<file path="src/rtl/bqh_pkg.sv">
package bqh_pkg;
  localparam logic [7:0]  PASSWORD  = 8'h5A;
  localparam logic [31:0] BRIDGE_ID = 32'h6272_6467;

  typedef enum logic {ST_IDLE, ST_WAIT} seq_state_t;

  // Timeout window in cycles, floor, never below one.
  function automatic int unsigned wait_cycles(input int unsigned clk_mhz,
                                              input int unsigned limit_ns);
    int unsigned c;
    c = (clk_mhz * limit_ns) / 1000;
    return (c == 0) ? 1 : c;
  endfunction

  // Read image of a port control word.
  function automatic logic [31:0] pack_ctl(input logic stop, input logic ack,
                                           input logic empty, input logic full);
    return {28'd0, full, empty, ack, stop};
  endfunction
endpackage

</file>
<file path="src/rtl/bqh_portregs.sv">
module bqh_portregs
  import bqh_pkg::*;
#(
  parameter int NUM_PORTS = 6,
  parameter int ADDR_W    = 8,
  parameter int PORT_BASE = 8,
  parameter int IDX_W     = 3
) (
  input  logic                 clk,
  input  logic                 rst_n,
  input  logic                 reg_wr,
  input  logic [ADDR_W-1:0]    reg_addr,
  input  logic [31:0]          reg_wdata,
  output logic [31:0]          reg_rdata,
  input  logic                 cmd_wr,
  input  logic [IDX_W-1:0]     cmd_idx,
  input  logic                 cmd_stop,
  input  logic [NUM_PORTS-1:0] br_ack,
  input  logic [NUM_PORTS-1:0] br_empty,
  input  logic [NUM_PORTS-1:0] br_full,
  output logic [NUM_PORTS-1:0] stop_o,
  output logic                 pw_err_o
);
  localparam int ID_OFF = PORT_BASE + 4 * NUM_PORTS;

  logic             pw_ok;
  logic             hit;
  logic [IDX_W-1:0] hit_idx;
  logic [NUM_PORTS-1:0] stop_q;

  assign pw_ok = (reg_wdata[31:24] == PASSWORD);

  always_comb begin
    hit     = 1'b0;
    hit_idx = '0;
    for (int i = 0; i < NUM_PORTS; i++) begin
      if (reg_addr == ADDR_W'(PORT_BASE + 4 * i)) begin
        hit     = 1'b1;
        hit_idx = IDX_W'(i);
      end
    end
  end

  for (genvar g = 0; g < NUM_PORTS; g++) begin : g_port
    always_ff @(posedge clk or negedge rst_n) begin
      if (!rst_n) begin
        stop_q[g] <= 1'b0;
      end else if (cmd_wr && cmd_idx == IDX_W'(g)) begin
        stop_q[g] <= cmd_stop;
      end else if (reg_wr && pw_ok && hit && hit_idx == IDX_W'(g)) begin
        stop_q[g] <= reg_wdata[0];
      end
    end
  end

  always_ff @(posedge clk or negedge rst_n) begin
    if (!rst_n) pw_err_o <= 1'b0;
    else if (reg_wr && !pw_ok) pw_err_o <= 1'b1;
  end

  always_comb begin
    reg_rdata = '0;
    if (hit)
      reg_rdata = pack_ctl(stop_q[hit_idx], br_ack[hit_idx],
                           br_empty[hit_idx], br_full[hit_idx]);
    else if (reg_addr == ADDR_W'(ID_OFF))
      reg_rdata = BRIDGE_ID;
  end

  assign stop_o = stop_q;

  p_pwerr_sticky_r5: assert property (@(posedge clk) disable iff (!rst_n)
    pw_err_o |=> pw_err_o);
  p_badpw_nochange_r5: assert property (@(posedge clk) disable iff (!rst_n)
    (reg_wr && !pw_ok && !cmd_wr) |=> $stable(stop_q));
  p_cmd_wins_r12: assert property (@(posedge clk) disable iff (!rst_n)
    cmd_wr |=> (stop_q[$past(cmd_idx)] == $past(cmd_stop)));
endmodule

</file>
<file path="src/rtl/bqh_seq.sv">
module bqh_seq
  import bqh_pkg::*;
#(
  parameter int NUM_PORTS = 6,
  parameter int SEL_W     = 3,
  parameter int IDX_W     = 3,
  parameter int WAIT_CYC  = 250
) (
  input  logic                 clk,
  input  logic                 rst_n,
  input  logic                 cmd_valid,
  input  logic                 cmd_enable,
  input  logic [SEL_W-1:0]     cmd_sel,
  input  logic [NUM_PORTS-1:0] br_ack,
  output logic                 busy_o,
  output logic                 done_o,
  output logic                 timeout_o,
  output logic                 wr_o,
  output logic [IDX_W-1:0]     wr_idx_o,
  output logic                 wr_stop_o
);
  localparam int CNT_W = $clog2(WAIT_CYC + 1);

  seq_state_t       state_q;
  logic [IDX_W-1:0] idx_q;
  logic [CNT_W-1:0] cnt_q;
  logic             accept_ev;
  logic             sel_valid;
  logic             ack_now;
  logic             last_edge;

  assign accept_ev = cmd_valid && (state_q == ST_IDLE);
  assign sel_valid = (cmd_sel != '0) && (int'(cmd_sel) <= NUM_PORTS);
  assign wr_o      = accept_ev && sel_valid;
  assign wr_idx_o  = IDX_W'(cmd_sel - 1'b1);
  assign wr_stop_o = !cmd_enable;
  assign ack_now   = br_ack[idx_q];
  assign last_edge = (cnt_q == CNT_W'(WAIT_CYC - 1));
  assign busy_o    = (state_q == ST_WAIT);

  always_ff @(posedge clk or negedge rst_n) begin
    if (!rst_n) begin
      state_q   <= ST_IDLE;
      idx_q     <= '0;
      cnt_q     <= '0;
      done_o    <= 1'b0;
      timeout_o <= 1'b0;
    end else begin
      done_o    <= 1'b0;
      timeout_o <= 1'b0;
      case (state_q)
        ST_IDLE: if (accept_ev) begin
          if (sel_valid) begin
            state_q <= ST_WAIT;
            idx_q   <= wr_idx_o;
            cnt_q   <= '0;
          end else begin
            done_o <= 1'b1;
          end
        end
        ST_WAIT: begin
          if (!ack_now) begin
            done_o  <= 1'b1;
            state_q <= ST_IDLE;
          end else if (last_edge) begin
            timeout_o <= 1'b1;
            state_q   <= ST_IDLE;
          end else begin
            cnt_q <= cnt_q + 1'b1;
          end
        end
        default: state_q <= ST_IDLE;
      endcase
    end
  end

  p_one_outcome_r11: assert property (@(posedge clk) disable iff (!rst_n)
    !(done_o && timeout_o));
  p_end_clears_busy_r9: assert property (@(posedge clk) disable iff (!rst_n)
    (done_o || timeout_o) |-> !busy_o);
  p_timeout_after_wait_r10: assert property (@(posedge clk) disable iff (!rst_n)
    timeout_o |-> $past(busy_o));
  p_no_write_while_busy_r8: assert property (@(posedge clk) disable iff (!rst_n)
    busy_o |-> !wr_o);
endmodule

</file>
<file path="src/rtl/bridge_quiesce_ctrl.sv">
module bridge_quiesce_ctrl
  import bqh_pkg::*;
#(
  parameter int NUM_PORTS  = 6,
  parameter int CLK_MHZ    = 250,
  parameter int TIMEOUT_NS = 1000,
  parameter int ADDR_W     = 8,
  parameter int PORT_BASE  = 8,
  localparam int SEL_W     = $clog2(NUM_PORTS + 1)
) (
  input  logic                 clk,
  input  logic                 rst_n,
  input  logic                 cmd_valid,
  input  logic                 cmd_enable,
  input  logic [SEL_W-1:0]     cmd_sel,
  output logic                 busy,
  output logic                 done,
  output logic                 timeout,
  input  logic                 reg_wr,
  input  logic [ADDR_W-1:0]    reg_addr,
  input  logic [31:0]          reg_wdata,
  output logic [31:0]          reg_rdata,
  output logic                 pw_err,
  output logic [NUM_PORTS-1:0] br_stop,
  input  logic [NUM_PORTS-1:0] br_ack,
  input  logic [NUM_PORTS-1:0] br_empty,
  input  logic [NUM_PORTS-1:0] br_full
);
  localparam int IDX_W    = (NUM_PORTS > 1) ? $clog2(NUM_PORTS) : 1;
  localparam int WAIT_CYC = int'(wait_cycles(CLK_MHZ, TIMEOUT_NS));

  logic             seq_wr;
  logic [IDX_W-1:0] seq_idx;
  logic             seq_stop;

  bqh_seq #(
    .NUM_PORTS(NUM_PORTS), .SEL_W(SEL_W), .IDX_W(IDX_W), .WAIT_CYC(WAIT_CYC)
  ) u_seq (
    .clk(clk), .rst_n(rst_n),
    .cmd_valid(cmd_valid), .cmd_enable(cmd_enable), .cmd_sel(cmd_sel),
    .br_ack(br_ack),
    .busy_o(busy), .done_o(done), .timeout_o(timeout),
    .wr_o(seq_wr), .wr_idx_o(seq_idx), .wr_stop_o(seq_stop)
  );

  bqh_portregs #(
    .NUM_PORTS(NUM_PORTS), .ADDR_W(ADDR_W), .PORT_BASE(PORT_BASE), .IDX_W(IDX_W)
  ) u_regs (
    .clk(clk), .rst_n(rst_n),
    .reg_wr(reg_wr), .reg_addr(reg_addr), .reg_wdata(reg_wdata),
    .reg_rdata(reg_rdata),
    .cmd_wr(seq_wr), .cmd_idx(seq_idx), .cmd_stop(seq_stop),
    .br_ack(br_ack), .br_empty(br_empty), .br_full(br_full),
    .stop_o(br_stop), .pw_err_o(pw_err)
  );

  // a command to a valid port drives its stop line to the requested value.
  p_cmd_reaches_pin_r6: assert property (@(posedge clk) disable iff (!rst_n)
    (cmd_valid && !busy && cmd_sel != '0 && int'(cmd_sel) <= NUM_PORTS)
      |=> (br_stop[$past(cmd_sel) - 1'b1] == !$past(cmd_enable)));
  // a command with no bridge never starts a wait.
  p_nobridge_idle_r7: assert property (@(posedge clk) disable iff (!rst_n)
    (cmd_valid && !busy && cmd_sel == '0) |=> (done && !busy));
endmodule

</file>
<file path="config.mk">
export PLATFORM = sky130hd
export DESIGN_NAME = bridge_quiesce_ctrl
export DESIGN_NICKNAME = d
export VERILOG_FILES = /design/src/rtl/bqh_pkg.sv /design/src/rtl/bqh_portregs.sv /design/src/rtl/bqh_seq.sv /design/src/rtl/bridge_quiesce_ctrl.sv
export SDC_FILE = /design/constraint.sdc
export NUM_CORES = 1
export LEC_CHECK = 0
export ABC_AREA = 1
export ABC_CLOCK_PERIOD_IN_PS = 2300
export BUFFER_PORTS_ARGS = -buffer_cell sky130_fd_sc_hd__buf_2
export CORE_ASPECT_RATIO = 0.7
export CORE_MARGIN = 2
export CORE_UTILIZATION = 47
export CTS_CLUSTER_SIZE = 14
export DETAILED_ROUTE_END_ITERATION = 10
export PLACE_DENSITY = 0.81
export SYNTH_ARGS = -nofsm -noshare
export SYNTH_HDL_FRONTEND = slang
export SYNTH_HIERARCHICAL = 1
export SYNTH_SLANG_ARGS = --single-unit
</file>
<file path="constraint.sdc">
create_clock -name clk -period 2.3 [get_ports clk]
set_clock_uncertainty 0.1 [all_clocks]
set_input_delay 0.23 -clock clk [delete_from_list [all_inputs] [get_ports clk]]
set_output_delay 0.23 -clock clk [all_outputs]
set_load 0.1 [all_outputs]
</file>
# Word level (Yosys, flattened, before mapping)
# Cells that the tools add are included.
# classes
add_sub_neg,2
n_lt_le_gt_ge,3
n_eq_ne,23
n_reduce_logical,31
div,0
n_shift,0
n_bitwise,1
mux,52
multipliers,0
# ops
cell,n
1-bit 2-to-1 mux,34
8-bit by 5-bit == test with 1-bit output (second input constant),4
32-bit 2-to-1 mux,1
8-bit 2-to-1 mux,4
31-bit 2-to-1 mux,1
1-bit logical AND,18
8-bit by 4-bit == test with 1-bit output (second input constant),2
8-bit one-hot mux with 2 select lines,1
1-bit binary-select mux with 3-bit select,5
3-bit by 2-bit == test with 1-bit output (second input constant),4
3-bit == test (second input constant),4
3-bit 2-to-1 mux,4
2-bit nonzero test,6
8-bit by 1-bit adder with 8-bit output (second input constant),1
8-bit by 6-bit == test with 1-bit output (second input constant),1
8-bit by 7-bit == test with 1-bit output (second input constant),1
8-bit == test (second input constant),1
3-bit by 4-bit < comparator with 1-bit output (second input constant),2
3-bit by 1-bit == test with 1-bit output (second input constant),2
3-bit logical NOT,2
2-bit by 1-bit inequality test with 1-bit output (second input constant),2
2-bit inequality test (second input constant),2
1-bit one-hot mux with 2 select lines,2
4-bit AND reduction,1
6 further kinds,7
# word_totals
elab_cells,124
memories,0
out_inout_bits,42
ramBits,0
rom_bits,0
regBits,21
latch_bits,0
input_bits,66

# Logic depth before layout (Yosys ltp)
# Gate-level depths: netlist (run 1).
# logic_depth
word_depth,11
ltp_mapped,13
ltp_nobuf,13

# By module
# The synthesis (run 1) kept the hierarchy.
# by_module_without_submodules
mod,seq_area_each_um2,area_per_inst_um2,n_inst,cells_per_inst
bqh_portregs,175.2,1232.4,1,196
bqh_seq,350.3,937.1,1,126

# Least setup slack after synthesis (run 1)
# No wires, ideal clock.
# synth_path
path_kind,in2out
startpoint,input reg_addr[1]
endpoint,output reg_rdata[0]
t_arrival_ns,5.341
setup_slack_ns,-3.371
path_stages,5
path_cell_list,nor2_4 nand2_1 nor4_1 inv_1 nand2_1
# synth_via
elab_chain_cells,9
elab_cells_between_ends,22
# synth_lines
element,line_no,text
from (decl),bridge_quiesce_ctrl.sv:20,"input logic [ADDR_W-1:0] reg_addr,"
8-bit by 4-bit == test with 1-bit output,bqh_portregs.sv:37,if (reg_addr == ADDR_W'(PORT_BASE + 4 * i)) begin
1-bit 2-to-1 mux,bqh_portregs.sv:37,
3-bit 2-to-1 mux (4 in series),bqh_portregs.sv:37,
1-bit binary-select mux with 3-bit select,bqh_portregs.sv:64,"reg_rdata = pack_ctl(stop_q[hit_idx], br_ack[hit_idx],"
1-bit 2-to-1 mux (implied by the code),bqh_portregs.sv:64,
32-bit 2-to-1 mux *,bqh_portregs.sv:63,if (hit)
to (decl),bridge_quiesce_ctrl.sv:22,"output logic [31:0] reg_rdata,"
# Every way passes the cells marked *; elsewhere a longest branch is shown, timed or not. The select of a mux whose other input is x is not followed.

# Worst setup path in the final report (run 1)
# layout_path
startpoint,input reg_addr[4]
endpoint,output reg_rdata[2]
# layout_via
elab_chain_cells,9
elab_cells_between_ends,22
# layout_lines
element,line_no,text
8-bit by 4-bit == test with 1-bit output,bqh_portregs.sv:37,
1-bit 2-to-1 mux,bqh_portregs.sv:37,
3-bit 2-to-1 mux (4 in series),bqh_portregs.sv:37,
1-bit binary-select mux with 3-bit select,bqh_portregs.sv:65,"br_empty[hit_idx], br_full[hit_idx]);"
1-bit 2-to-1 mux (implied by the code),bqh_portregs.sv:65,
32-bit 2-to-1 mux *,bqh_portregs.sv:63,
# Marked as above.

==> results of run 1 <==
-- through the flow --
step                      cells  util, %  setup TNS [ps]  setup WS (ps)  hold slack, ps
after detailed placement    433    61.66               0          318.4           118.1
after floorplan             337        -           -6076         -672.3          -165.6
after global placement      433    61.66               0          350.2           105.7
final                       438    63.00               0          298.5           130.1
after global routing        438    63.00               0          206.5           133.9
after CTS                   438    63.00               0          315.9           122.8
-- power by group through the flow --
| stage | Combinational, uW | Sequential [uW] | Clock [uW] |
|---|---|---|---|
| after detailed placement | 1220 | 577 | 0 |
| after CTS | 1220 | 570 | 255 |
| after global routing | 1300 | 584 | 272 |
| final | 1220 | 569 | 248 |
| after floorplan | 534 | 1040 | 0 |
| after global placement | 1200 | 576 | 0 |
-- cell type report --
cell class | count | area (um^2) | area share, %
repair buffers | 71 | 605.6 | 21.95
clock buffers | 3 | 41.29 | 1.497
multi-input cells | 238 | 1324 | 47.98
inverters | 49 | 186.4 | 6.757
clock inverters | 1 | 7.507 | 0.2721
flip-flops and latches | 21 | 525.5 | 19.05
well taps | 55 | 68.82 | 2.494
-- cell usage in the layout, fill, tap and decap left out, types with 2 or more instances in the layout --
cell,netlist,final
buf_4,27,2
nor2_1,26,26
inv_2,5,5
nand2_1,75,71
clkbuf_8,0,3
nor2_4,9,9
buf_2,1,52
a31oi_1,4,4
o21ai_0,13,13
nand2_2,9,13
inv_1,43,43
buf_12,0,16
nand2_4,4,4
a21oi_1,7,6
dfrtp_1,21,21
nand3_2,2,2
nand4_1,12,12
a21oi_2,1,2
nor2_2,2,2
nor3_1,6,6
nand3_1,31,31
nand3b_1,2,2
conb_1,1,16
nor3_2,2,2
ha_1,5,5
-- path summary, 6_finish.rpt --
check | start | end | slack, ps | cells after the start
worst max-delay path | reg_addr[4] | reg_rdata[2] | 300 | 10
worst min-delay path | reg_wr | u_regs/pw_err_o | 130 | 3
worst max register to register | u_seq/busy_o | u_regs/stop_o[2] | 510 | 10
worst min register to register | u_regs/pw_err_o | u_regs/pw_err_o | 380 | 1
max in group asynchronous | rst_n | u_seq/busy_o | 1430 | 2
min in group asynchronous | rst_n | u_seq/cnt_q[7] | 340 | 2
-- cell families (layout without fill, tap and decap cells) --
group           count (synthesis)  count (layout)  share of synthesized area, %
compound gates                 29              29                         7.497
flops                          21              21                         24.22
buf+inv                        78             124                         18.68
simple gates                  187             187                         46.14
fa+ha+maj                       5               5                         2.884
other cells                     1              16                        0.1728
xor+xnor                        1               1                        0.4038
-- flip-flops by register name, summed over array words and instances (netlist names) --
register / count
u_seq/busy_o: 1
u_regs/stop_o: 6
u_seq/timeout_o: 1
u_seq/cnt_q: 8
u_seq/idx_q: 3
u_regs/pw_err_o: 1
u_seq/done_o: 1
-- what timing repair did --
item	CTS	global route
endpoints found under the setup margin	0	0
endpoints found under the hold margin	21	0
setup buffers	0	0
hold buffers	1	0
resized for setup	0	0
-- per-layer routing --
| metal | up-vias | share of wire (%) | global-route usage (%) |
|---|---|---|---|
| met5 | - | 0 | 0 |
| met4 | 0 | 0.86 | 3.855 |
| met3 | 6 | 9.1 | 3.810 |
| met2 | 92 | 42 | 32.14 |
| met1 | 953 | 48 | 28.01 |
| li1 | 1112 | - | - |
-- worst register-to-register path, delay by kind of cell (launching register included) --
kind                   cells  cell delay, ps
AND/OR/NAND/NOR            7             860
flip-flops                 1             450
buffers and inverters      3             270
==> results.cfg, run 1 <==
[outcome]
status = finished clean

[floorplan]
fp.coreArea_um2 = 4379
start_util_pct = 49.54
die_w_um = 85.21
die_area_um2 = 5184
ios = 108
rows = 20
dieHeight_um = 60.85

[cts]
clock_path_buffers = 2
cts.sinks = 21
cts_tree = built
clk_pin_slew_ps = 70
h-tree-depth = 1
numCtsBuffers = 3
clock_latency_ps = 270
cts-root-buf = clkbuf_8

[timing]
timing.fmax_ghz = 0.4996
setup_violations = 0
finalHoldViolations = 0
rsz0062_at_grt = no
fin_crit_sh_pct = 87.02
drv_slew = 0
period_needed_ps = 2002

[pwr]
vdd_drop_max_v = 0.0005834
internal_power_uw = 831.2
total_power_uw = 2035
switching_share_pct = 59.16
pwr-share-seq_pct = 27.9
cellPowerDensity_nw_per_um2 = 737.8
combPwrFrac_pct = 59.9
p_leak_uw = 0.001465
power_switching_uw = 1204
pwr-share-clk_pct = 12.2

[hold_path]
min_path_type = input pin to flop

[worst_setup_path]
path_cells = buf_2 -> inv_2 -> nor2_4 -> nand4_1 -> buf_4 -> nand3_1 -> nand4_1 -> nand2_1 -> nand2_2 -> buf_12
cp_common_cell = nand4_1
required_ps = 1970
critical-path-top-delay-family = simple AND/OR/NAND/NOR gates
critical_path_arrival_ps = 1670
cp-end-kind = output pin
critPathKind = input pin to output pin
cp.buffers_inverters = 4
max_stage_delay_ps = 310
crit_fanout = 8
startpoint_type = input pin
crit_slowest_cell = nand4_1

[global_routing]
grt_usage_pct = 19.79
antenna_found_initial = 0
grt_pass1_wl_um = 8093
first_global_vias = 1802
overflow = 0
grt_max_degree = 22

[route]
routed_wl_um = 5105
drcViolationCount = 0
viasPerCell = 4.938
dr.pass1.iters = 6
routedWlPerCell_um = 11.66
first_iter_violations = 184
vias = 2163
drtAntennaViolNets = 0

[synth]
syn_area_per_cell_um2 = 6.738
async_flop_share_pct = 100.0
syn_inst = 322
yosys-top-cells-count = nand2_1 (75), inv_1 (43), nand3_1 (31)
synth_top_area_share_pct = 24.22
ys_seq_area_share_pct = 24.22
synth-edff-count = 0
yosys_warnings = 6
netlist_area_um2 = 2170
yosysTopAreaCell = dfrtp_1
synth.area.top_cells = dfrtp_1 (24%), nand2_1 (13%), buf_4 (9.3%)
ys_types = 36
ys_ff_latch = 21
synth_flop_cell = dfrtp_1
yosysMostFrequentCell = nand2_1

[place]
placed_cell_area_um2 = 2700
gp_congestion = 0.9743
portBuffers = 68
hpwl_um = 4339

[final_layout]
finalInstanceArea_um2 = 2759
n_antenna_cell = 0
drive_gt1_share_pct = 31.33
fillCellCount = 383
syn2layout_area_growth_pct = 27.16
nets = 455

[job]
max-cap-violations = 0
No activity file was read; power rests on OpenSTA's default activity.
==> run 2: changes to the inputs <==
--- a/config.mk
+++ b/config.mk
@@ -5,15 +5,15 @@
 export SDC_FILE = /design/constraint.sdc
 export NUM_CORES = 1
 export LEC_CHECK = 0
-export ABC_AREA = 1
 export ABC_CLOCK_PERIOD_IN_PS = 2300
 export BUFFER_PORTS_ARGS = -buffer_cell sky130_fd_sc_hd__buf_2
 export CORE_ASPECT_RATIO = 0.7
 export CORE_MARGIN = 2
-export CORE_UTILIZATION = 47
+export CORE_UTILIZATION = 44
 export CTS_CLUSTER_SIZE = 14
 export DETAILED_ROUTE_END_ITERATION = 10
-export PLACE_DENSITY = 0.81
+export PLACE_DENSITY = 0.79
+export SLEW_MARGIN = 20
 export SYNTH_ARGS = -nofsm -noshare
 export SYNTH_HDL_FRONTEND = slang
 export SYNTH_HIERARCHICAL = 1
==> run 2 against run 1 <==
Non-clock buffer count is 4 higher. Power up 5.5%. Critical path depth fell by 4. Sequential power up 20%. Wire length down 4.5%. Synthesized cell count fell by 30%. Utilization shrank 4.5 points. Hold slack got worse by 32 ps. Register-to-register slack got worse by 150 ps. Maximum frequency decreased by 11%. Sequential share of layout area increased by 3.8 points. Die area fell by 7.7%. Critical path type unchanged. Critical endpoint is now reg_rdata[1]. Highest routed layer is now met3.
==> results.cfg, run 2 <==
[outcome]
status = finished clean

[timing]
rsz0062_at_grt = no
worst_pin_slew_ps = 624.9
setup_violations = 0
timing.fmax_ghz = 0.4423
period_needed_ps = 2261
setup_ws_ps = 39.09
drv_slew = 0
finalHoldViolations = 0
fin_crit_sh_pct = 98.30
max-slew-margin-rel_pct = 58.06
hold_ws_ps = 98.07

[cts]
clock_latency_ps = 260
cts_tree = built
clk_pin_slew_ps = 80
clock_path_buffers = 2
post_cts.repair.setup_buffers = 0
numCtsBuffers = 3
cts.sinks = 21
h-tree-depth = 1
cts-root-buf = clkbuf_8

[final_layout]
largest_register = u_seq/cnt_q
fin_cells = 336
multi_input_area_um2 = 1202
fillCellCount = 356
n_antenna_cell = 0
largest_register_ff_count = 8
layout_commonest_cell = buf_2
utilization_pct = 58.49
syn2layout_area_growth_pct = 25.22
final_cell_mix = buf_2 (64), nand2_1 (16), conb_1 (16), dfrtp_1 (15), nand3_1 (14)
drive_gt1_share_pct = 36.27
regArea_um2 = 533.0
nets = 356

[floorplan]
die_area_um2 = 4785
rows = 19
start_util_pct = 46.71
fp.coreArea_um2 = 3994
dieHeight_um = 58.48
ios = 108
die_w_um = 81.83

[worst_setup_path]
crit_fanout = 5
critPathKind = input pin to output pin
required_ps = 1970
r2r_slack_ps = 360
reg2reg_depth = 5
r2r_start = u_seq/idx_q[2]
r2r-end = u_seq/cnt_q[6]
critical_path_arrival_ps = 1930
cp-end-kind = output pin
startpoint_type = input pin

[route]
routedWlPerCell_um = 14.50
vias = 1866
viasPerCell = 5.554
first_iter_violations = 158
drcViolationCount = 0
routed_wl_um = 4873
dr.pass1.iters = 4
drtAntennaViolNets = 0

[synth]
ys_ff_latch = 21
syn_inst = 224
synthAdderAreaFrac_pct = 3.353
syn_area_per_cell_um2 = 8.328
synth-edff-count = 0
async_flop_share_pct = 100.0
yosysTopAreaCell = dfrtp_1
yosys_warnings = 6
synthSimpleGateAreaFrac_pct = 28.64
ys_types = 50
yosysMostFrequentCell = buf_4
yosys-top-cells-count = buf_4 (27), dfrtp_1 (21), nand2_1 (16)
synth_top_family_by_area = simple AND/OR/NAND/NOR gates
synth_xor_area_share_pct = 0.4695
netlist_area_um2 = 1866
ys_seq_area_share_pct = 28.17
synth_compound_area_share_pct = 20.25
muxShareOfSynthArea_pct = 4.359
synth_top_area_share_pct = 28.17
synth.area.top_cells = dfrtp_1 (28%), buf_4 (11%), mux2i_1 (3.8%)
synth_flop_cell = dfrtp_1

[pwr]
total_power_uw = 2148
cellPowerDensity_nw_per_um2 = 919.5
vdd_drop_max_v = 0.001107
p_leak_uw = 0.001092

[place]
dp.cells = 331
portBuffers = 68
gp_congestion = 0.8420
pre_cts_ws_ps = 84.40
hpwl_um = 3837

[global_routing]
overflow = 0
antenna_found_initial = 0
grt_max_degree = 22
first_global_vias = 1627
grt_pass1_wl_um = 7638
grt_usage_pct = 20.47

[job]
max-cap-violations = 0

[hold_path]
min_path_type = input pin to flop
holdPathEnd = u_seq/idx_q[0]
hold_depth = 2
min_from = cmd_sel[0]
[run 2: routing by layer]
metal	part of all wire [%]	global-route usage, %	vias to the layer above
li1	-	-	900
met1	48	31.98	887
met3	7.3	5.828	0
met2	45	28.34	79
met4	0	3.095	0
met5	0	0	-
[run 2: worst max path at each step]
stage | startpoint | endpoint | depth (start not counted)
final | reg_addr[7] | reg_rdata[1] | 6
after global routing | reg_addr[7] | reg_rdata[1] | 6
after global placement | reg_addr[7] | reg_rdata[0] | 6
after CTS | reg_addr[7] | reg_rdata[1] | 6
after detailed placement | reg_addr[7] | reg_rdata[1] | 6
after floorplan | u_regs/stop_o[0] | reg_rdata[0] | 2
[run 2: worst max-delay path, cell delays in order]
cell      delay (ps)
buf_2            110
or4_4            580
nor3_4           290
a211oi_1         180
a221oi_4         330
buf_12           210
[run 2: kinds of logic after synthesis]
| family | after synthesis |
|---|---|
| flip-flops | 21 |
| XOR/XNOR | 1 |
| AND/OR/NAND/NOR | 92 |
| multiplexers | 8 |
| adder cells (fa/ha/maj) | 5 |
| buffers and inverters | 43 |
| other | 1 |
| AO/OA/AOI/OAI | 53 |
[run 2: what timing repair did]
| item | CTS | global route |
|---|---|---|
| hold buffers | 1 | 0 |
| resized for setup | 0 | 1 |
| endpoints found under the setup margin | 0 | 1 |
| hold endpoints to repair | 21 | 0 |
[run 2: area by class of cell]
| type | instances | share of cell area [%] |
|---|---|---|
| repair buffers | 75 | 19.50 |
| inverters | 9 | 1.446 |
| well taps | 52 | 2.785 |
| clock inverters | 1 | 0.2142 |
| clock buffers | 3 | 1.768 |
| flip-flops and latches | 21 | 22.82 |
| multi-input cells | 175 | 51.47 |
[run 2: power breakdown]
group / switching, uW / internal (uW) / leakage [uW] / total, uW
clock: 122 / 121 / 0.0000255 / 243
combinational: 944 / 281 / 0.000811 / 1220
sequential: 170 / 510 / 0.000255 / 680
total: 1240 / 912 / 0.00109 / 2150
[run 2: through the flow]
stage	area, um^2	setup TNS, ps
after CTS	2333	0
final	2336	0
after global routing	2336	0
after detailed placement	2277	0
after global placement	2277	0
after floorplan	2004	-139.7
